--- src/rtl/wwdt_pkg.sv ---
package wwdt_pkg;

  localparam int CNT_W = 12;  // holds up to 128 << 4 = 2048 ticks

  localparam logic [1:0] ADDR_CTRL = 2'd0;
  localparam logic [1:0] ADDR_TIME = 2'd1;
  localparam logic [1:0] ADDR_FEED = 2'd2;

  typedef enum logic [1:0] {
    RUN_OFF  = 2'b00,
    RUN_ON   = 2'b01,
    RUN_QA   = 2'b10,
    RUN_RSVD = 2'b11
  } run_code_e;

  // bit 3: action, bit 2: slow mode, bits 1:0: run code
  typedef struct packed {
    logic      act_rst;
    logic      slow;
    run_code_e run;
  } ctrl_t;

  typedef struct packed {
    logic [2:0] sel;
    logic [1:0] ratio;
  } timing_t;

  function automatic logic [CNT_W-1:0] short_ticks(input logic [2:0] sel);
    return CNT_W'(1) << sel;
  endfunction

  function automatic logic [CNT_W-1:0] long_ticks(input logic [2:0] sel,
                                                  input logic [1:0] ratio);
    return short_ticks(sel) << ({1'b0, ratio} + 3'd1);
  endfunction

endpackage

--- src/rtl/wwdt_prescaler.sv ---
module wwdt_prescaler #(
  parameter int DIV = 55000
) (
  input  logic clk,
  input  logic rst_n,
  input  logic run,
  input  logic clear,
  output logic tick
);
  generate
    if (DIV <= 1) begin : g_bypass
      assign tick = run;
    end else begin : g_count
      localparam int PW = $clog2(DIV);
      localparam logic [PW-1:0] LAST = PW'(DIV - 1);
      logic [PW-1:0] cnt_q;

      always_ff @(posedge clk or negedge rst_n) begin
        if (!rst_n) begin
          cnt_q <= '0;
        end else if (!run || clear || cnt_q == LAST) begin
          cnt_q <= '0;
        end else begin
          cnt_q <= cnt_q + 1'b1;
        end
      end

      assign tick = run && (cnt_q == LAST);
    end
  endgenerate
endmodule

--- src/rtl/wwdt_regs.sv ---
module wwdt_regs
  import wwdt_pkg::*;
#(
  parameter int DW = 8
) (
  input  logic          clk,
  input  logic          rst_n,
  input  logic          we,
  input  logic [1:0]    addr,
  input  logic [DW-1:0] wdata,
  output logic [DW-1:0] rdata,
  output ctrl_t         ctrl_o,
  output timing_t       timing_o,
  output logic          ctrl_wr_o,
  output logic          timing_wr_o,
  output logic          feed_o
);
  ctrl_t   ctrl_q;
  timing_t timing_q;
  logic    unused_wdata;

  assign ctrl_wr_o   = we && (addr == ADDR_CTRL);
  assign timing_wr_o = we && (addr == ADDR_TIME);
  assign feed_o      = we && (addr == ADDR_FEED) && wdata[0];
  assign unused_wdata = ^wdata[DW-1:7];

  always_ff @(posedge clk or negedge rst_n) begin
    if (!rst_n) begin
      ctrl_q   <= '0;
      timing_q <= '0;
    end else begin
      if (ctrl_wr_o) begin
        ctrl_q <= ctrl_t'(wdata[3:0]);
      end
      if (timing_wr_o) begin
        timing_q.sel   <= wdata[6:4];
        timing_q.ratio <= wdata[1:0];
      end
    end
  end

  always_comb begin
    rdata = '0;
    unique case (addr)
      ADDR_CTRL: rdata[3:0] = ctrl_q;
      ADDR_TIME: begin
        rdata[6:4] = timing_q.sel;
        rdata[1:0] = timing_q.ratio;
      end
      default:   rdata = '0;
    endcase
  end

  assign ctrl_o   = ctrl_q;
  assign timing_o = timing_q;
endmodule

--- src/rtl/wwdt_window.sv ---
module wwdt_window
  import wwdt_pkg::*;
(
  input  logic             clk,
  input  logic             rst_n,
  input  logic             run,
  input  logic             slow,
  input  logic             act_rst,
  input  logic [CNT_W-1:0] short_t,
  input  logic [CNT_W-1:0] long_t,
  input  logic             tick,
  input  logic             feed,
  input  logic             cfg_restart,
  output logic [CNT_W-1:0] tick_cnt_o,
  output logic             early_o,
  output logic             late_o,
  output logic             fault_o,
  output logic             rst_pulse_o,
  output logic             irq_pulse_o
);
  logic [CNT_W-1:0] cnt_q;
  logic             restart;

  // early: window mode, feed before the short limit has fully passed
  assign early_o = run && !slow && feed && (cnt_q < short_t);
  // late: last tick of the long limit, not rescued by a feed or config write
  assign late_o  = run && tick && (cnt_q == long_t - 1'b1) && !feed && !cfg_restart;
  assign fault_o = early_o || late_o;
  assign restart = !run || feed || cfg_restart || fault_o;

  always_ff @(posedge clk or negedge rst_n) begin
    if (!rst_n) begin
      cnt_q       <= '0;
      irq_pulse_o <= 1'b0;
      rst_pulse_o <= 1'b0;
    end else begin
      irq_pulse_o <= fault_o;
      rst_pulse_o <= fault_o && act_rst;
      if (restart) begin
        cnt_q <= '0;
      end else if (tick) begin
        cnt_q <= cnt_q + 1'b1;
      end
    end
  end

  assign tick_cnt_o = cnt_q;
endmodule

--- src/rtl/wwdt_core.sv ---
module wwdt_core
  import wwdt_pkg::*;
#(
  parameter int CLK_PER_TICK = 55000
) (
  input  logic       clk,
  input  logic       rst_n,
  input  logic       bus_we,
  input  logic [1:0] bus_addr,
  input  logic [7:0] bus_wdata,
  output logic [7:0] bus_rdata,
  output logic       wdog_rst_o,
  output logic       wdog_irq_o
);
  ctrl_t            ctrl;
  timing_t          timing;
  logic             ctrl_wr, timing_wr, feed;
  logic             run, slow, cfg_wr, pre_clear, tick;
  logic [CNT_W-1:0] short_t, long_t, tick_cnt;
  logic             early_evt, late_evt, fault_evt;

  wwdt_regs #(.DW(8)) u_regs (
    .clk(clk), .rst_n(rst_n), .we(bus_we), .addr(bus_addr),
    .wdata(bus_wdata), .rdata(bus_rdata), .ctrl_o(ctrl), .timing_o(timing),
    .ctrl_wr_o(ctrl_wr), .timing_wr_o(timing_wr), .feed_o(feed)
  );

  assign run       = (ctrl.run == RUN_ON);
  assign slow      = ctrl.slow;
  assign cfg_wr    = ctrl_wr || timing_wr;
  assign short_t   = short_ticks(timing.sel);
  assign long_t    = long_ticks(timing.sel, timing.ratio);
  assign pre_clear = feed || cfg_wr;

  wwdt_prescaler #(.DIV(CLK_PER_TICK)) u_pre (
    .clk(clk), .rst_n(rst_n), .run(run), .clear(pre_clear), .tick(tick)
  );

  wwdt_window u_win (
    .clk(clk), .rst_n(rst_n), .run(run), .slow(slow), .act_rst(ctrl.act_rst),
    .short_t(short_t), .long_t(long_t), .tick(tick), .feed(feed),
    .cfg_restart(cfg_wr), .tick_cnt_o(tick_cnt), .early_o(early_evt),
    .late_o(late_evt), .fault_o(fault_evt), .rst_pulse_o(wdog_rst_o),
    .irq_pulse_o(wdog_irq_o)
  );
endmodule

--- config.mk ---
export PLATFORM = sky130hd
export DESIGN_NAME = wwdt_core
export DESIGN_NICKNAME = d
export VERILOG_FILES = /design/src/rtl/wwdt_pkg.sv /design/src/rtl/wwdt_prescaler.sv /design/src/rtl/wwdt_regs.sv /design/src/rtl/wwdt_window.sv /design/src/rtl/wwdt_core.sv
export SDC_FILE = /design/constraint.sdc
export NUM_CORES = 1
export LEC_CHECK = 0
export CAP_MARGIN = 20
export CORE_MARGIN = 3
export CORE_UTILIZATION = 35
export CTS_BUF_LIST = sky130_fd_sc_hd__clkbuf_4
export CTS_CLUSTER_DIAMETER = 150
export DETAILED_ROUTE_END_ITERATION = 8
export HOLD_SLACK_MARGIN = 0.02
export PLACE_DENSITY = 0.53
export SETUP_SLACK_MARGIN = 0.3
export SYNTH_ARGS = -nofsm -noshare
export SYNTH_HDL_FRONTEND = slang
export SYNTH_HIERARCHICAL = 1
export SYNTH_SLANG_ARGS = --single-unit
--- constraint.sdc ---
create_clock -name clk -period 3.1 [get_ports clk]
set_input_delay 0.62 -clock clk [delete_from_list [all_inputs] [get_ports clk]]
set_output_delay 0.62 -clock clk [all_outputs]
set_load 0.1 [all_outputs]
======== Word level (Yosys, flattened, before mapping) ========
Index checks and enable logic that the tools add are counted.
operators by class
  div/mod/pow operators ................... 0
  equality and inequality tests ........... 5
  reduce and logical (&&, ||, !) cells .... 27
  mux-type cells .......................... 6
  add/subtract/negate cells ............... 4
  multiply operators ...................... 0
  $lt $le $gt $ge ......................... 1
  bitwise logic cells ..................... 0
  shifts and indexed selects .............. 2
operator list
  operator                                             count
  2-to-1 mux 12 bit                                    2
  adder 16 x 1 -> 16 bit (second input constant)       1
  == test 16 bit (second input constant)               1
  2-to-1 mux 16 bit                                    1
  logical AND 1 bit                                    13
  adder 12 x 1 -> 12 bit (second input constant)       1
  == test 12 bit                                       1
  less-than comparator 12 bit                          1
  left shift 1 x 3 -> 12 bit (first input constant)    1
  left shift 12 x 3 -> 12 bit                          1
  subtractor 12 x 1 -> 12 bit (second input constant)  1
  logical OR 1 bit                                     8
  == test 2 x 1 -> 1 bit (second input constant)       2
  logical NOT 1 bit                                    4
  case mux 2 bit (2 select lines)                      1
  adder 2 x 1 -> 3 bit (second input constant)         1
  2-to-1 mux 3 bit                                     1
  == test 2 bit (second input constant)                1
  logical NOT 2 bit                                    1
  2-to-1 mux 2 bit                                     1
  nonzero test 2 bit                                   1
storage, ports and cells
  bits in writable memories ............... 0
  latch bits .............................. 0
  input bits .............................. 13
  ROM bits ................................ 0
  logic and storage cells ................. 54
  memories ................................ 0
  register bits ........................... 39

======== Depth between registers and ports, before layout ========
  word-level depth ........................ 10
  depth in mapped cells ................... 13

======== Hierarchy ========
Netlist, hierarchy kept.
by module, submodules not included
  module          cells each  area each (um2)  instances
  wwdt_window     169         1425.1           1
  wwdt_prescaler  81          879.6            1
  wwdt_regs       36          499.2            1
  wwdt_core       61          405.4            1

======== Worst setup path after synthesis ========
OpenSTA, ideal clock, no wires.
  path kind ............................... input-to-output
  from .................................... in bus_addr[0]
  to ...................................... out bus_rdata[2]
  stages .................................. 2
  path buffers ............................ 1
  setup slack ............................. -0.468 ns
  arrival ................................. 2.948 ns
  cells stage by stage .................... buf_6 nor3b_1
between the ends
  longest elaborated chain between the ends .. 2
RTL lines
  element            RTL line         source
  start, declared    wwdt_core.sv:9   input logic [1:0] bus_addr,
  logical NOT 2 bit  wwdt_regs.sv:44  unique case (addr)
  2-to-1 mux 2 bit   wwdt_regs.sv:44
  end, declared      wwdt_core.sv:11  output logic [7:0] bus_rdata,
Every way passes these cells.

======== Worst setup path after layout ========
  from .................................... reg u_regs.timing_q (netlist bit u_regs/timing_o[0])
  to ...................................... reg u_win.cnt_q[1] (netlist: u_win/tick_cnt_o[1])
between the ends
  longest elaborated chain between the ends .. 10
RTL lines
  element                                                         RTL line           source
  start, declared                                                 wwdt_regs.sv:19    timing_t timing_q;
  adder 2 x 1 -> 3 bit (*)                                        wwdt_pkg.sv:34     return short_ticks(sel) << ({1'b0, ratio} + 3'd1);
  left shift 12 x 3 -> 12 bit (*)                                 wwdt_pkg.sv:34
  via long_t[3]                                                   wwdt_core.sv:19    logic [CNT_W-1:0] short_t, long_t, tick_cnt;
  subtractor 12 x 1 -> 12 bit (*)                                 wwdt_window.sv:27  assign late_o = run && tick && (cnt_q == long_t - 1'b1) && !feed && !cfg_restart;
  == test 12 bit (*)                                              wwdt_window.sv:27
  logical AND 1 bit (*) (3 in a row)                              wwdt_window.sv:27
  logical OR 1 bit (*)                                            wwdt_window.sv:28  assign fault_o = early_o || late_o;
  via fault_evt                                                   wwdt_core.sv:20    logic early_evt, late_evt, fault_evt;
  logical OR 1 bit (*)                                            wwdt_window.sv:29  assign restart = !run || feed || cfg_restart || fault_o;
  2-to-1 mux 12 bit / nonzero test 2 bit (equally long branches)  n/a
  end signal, assigned                                            wwdt_window.sv:42  cnt_q <= cnt_q + 1'b1;
  end, declared                                                   wwdt_window.sv:21  logic [CNT_W-1:0] cnt_q;
The timed path passes the listed nets; every way through them passes the cells marked *.
A chain may end at the register's enable or synchronous reset.

==> flow_metrics.tcl <==
set metrics [dict create \
    status "finished clean" \
    drv_cap 0 \
    cts_htree_levels 2 \
    viasPerCell 5.08 \
    drive_gt1_share_pct 25.3 \
    final_cell_mix "39 x dfrtp_1, 35 x buf_4, 31 x nor2_1, 26 x xnor2_1, 22 x inv_1" \
    setup_viol 0 \
    synthCells 345 \
    ant_nets 0 \
    root_buffer "clkbuf_4" \
    rsz0062_at_grt "yes" \
    skew_ns 0.0174 \
    power-per-cell-area_nw_per_um2 470 \
    leakagePower_nw 1.64 \
    initial_utilization_pct 36.3 \
    track_usage_pct 14.5 \
    n_antenna_cell 0 \
    totalWireLength_mm 6.80 \
    drtPass1Iterations 4 \
    cp_data_required_time_ns 3.37 \
    die_w_um 102 \
    grt_antenna_before_repair 0 \
    final_cell_area_um2 3870 \
    slew_headroom_pct 43.4 \
    worstReg2RegStart "u_regs/timing_o[0]" \
    synth_area_um2 3200 \
    max_freq_ghz 0.325 \
    fin_crit_ns 3.08 \
    dp_hpwl_mm 5.30 \
    gp_congestion 0.876 \
    critPathMaxFanout 14 \
    grt_max_degree 40 \
    grt-ovfl-total 0 \
    yosysWarnings 6 \
    dieArea_um2 10300 \
    io_buffer_count 20 \
    cts_hold_buf 0 \
    clk_latency_ns 0.35 \
    final_common_cell "dfrtp_1" \
    cts_buffer_depth 2 \
    drtIter0Drc 62 \
    reg2reg_to "u_win/tick_cnt_o[1]" \
    worst_pin_slew_ns 0.849 \
    crit_type "flip-flop to flip-flop" \
    dr_total_vias 2540 \
    crit_arrival_ns 3.35 \
    grt_pass1_vias 2491 \
    cts_num_sinks 39 \
    clk_pin_slew_ns 0.13 \
    coreArea_um2 8810 \
    r2r_cells 12 \
    min_path_type "primary input to async pin" \
    cp-end-kind "flip-flop" \
    num_io_pins 23 \
    drc 0 \
    cp-start-kind "flip-flop" \
    report.final.slew_viol_count 0 \
    rrSetupSlack_ns 0.02 \
    fp-row-count 34 \
    finalSetupTns_ns 0 \
    cts_tree "yes" \
    die_height_um 102 \
    cts_made_buffers 5 \
    fin_crit_sh_pct 99.2 \
    worstSetupStartpoint "u_regs/timing_o[0]" \
    wl_per_cell_um 13.6 \
    finalNetCount 419 \
    grt_pass1_wl_mm 12.0 \
    area_delta_synth_final_pct 20.8 \
    irDropWorstVdd_mv 0.416 \
    avgSynthCellArea_um2 9.27 \
    hold_viol 0 \
    place_area_um2 3760 \
]
## repair_timing
item,in CTS,in global routing
buffers inserted,0,0
resized for setup,2,3
endpoints found under the setup margin,14,14
hold endpoints to repair,0,0
pin swaps,2,1
## state kept, by name, summed over array words and instances, names as in the netlist
| signal | cells |
|---|---|
| u_win/rst_pulse_o | 1 |
| u_win/irq_pulse_o | 1 |
| u_regs/ctrl_o | 4 |
| u_regs/timing_o | 5 |
| u_pre/g_count.cnt_q | 16 |
| u_win/tick_cnt_o | 12 |
## worst max path at each step
stage	endpoint	slack (ns)	cells after the start
finish	u_win/tick_cnt_o[1]	0.02	12
global route	u_win/tick_cnt_o[1]	-0.15	10
CTS	u_win/rst_pulse_o	0.02	12
detailed placement	u_win/rst_pulse_o	-0.14	12
global placement	u_win/rst_pulse_o	-0.12	12
floorplan	bus_rdata[2]	-0.47	2
## area by class of cell
| class | instances | area (um2) |
|---|---|---|
| clock buffer | 5 | 37.5 |
| tap | 108 | 135 |
| clock inverter | 3 | 43.8 |
| sequential | 39 | 976 |
| fill | 864 | 4940 |
| multi-input combinational | 269 | 2060 |
| inverter | 22 | 82.6 |
| timing repair buffer | 54 | 528 |
## critical path, stage by stage (launching register included)
cell and delay (ns):
dfrtp_1 0.43, ha_4 0.29, xor2_2 0.16, buf_4 0.16, nand2b_1 0.12, nor3_1 0.08, or4_4 0.58, o221a_1 0.28
a311o_2 0.37, nor2_4 0.11, o41ai_4 0.09, buf_12 0.18, nor3b_1 0.16
## routing by layer
layer	vias to the layer above	track usage (%)	share of wire, %
met5	-	0	0
met4	0	3.48	1.0
met3	6	2.27	2.5
met2	33	24.2	48
met1	1202	19.7	48
li1	1299	-	-
## power breakdown
part	internal [W]	leakage [nW]	switching, W	total [W]
sequential	0.000534	0.525	0.0000425	0.000576
clock	0.000170	0.0452	0.000176	0.000346
combinational	0.000425	1.06	0.000471	0.000897
## stage by stage
step | std cells | hold slack (ns) | util (%) | total power (W) | worst slack, ns
3_5_place_dp | 492 | 0.489 | 42.7 | 0.00147 | -0.138
3_3_place_gp | 492 | 0.485 | 42.7 | 0.00146 | -0.120
4_1_cts | 500 | 0.386 | 43.8 | 0.00184 | 0.0152
6_report | 500 | 0.350 | 43.9 | 0.00182 | 0.0242
2_1_floorplan | 348 | 0.324 | - | 0.00123 | -0.468
5_1_grt | 500 | 0.399 | 43.9 | 0.00197 | -0.153
(Power assumes the default switching activity.)
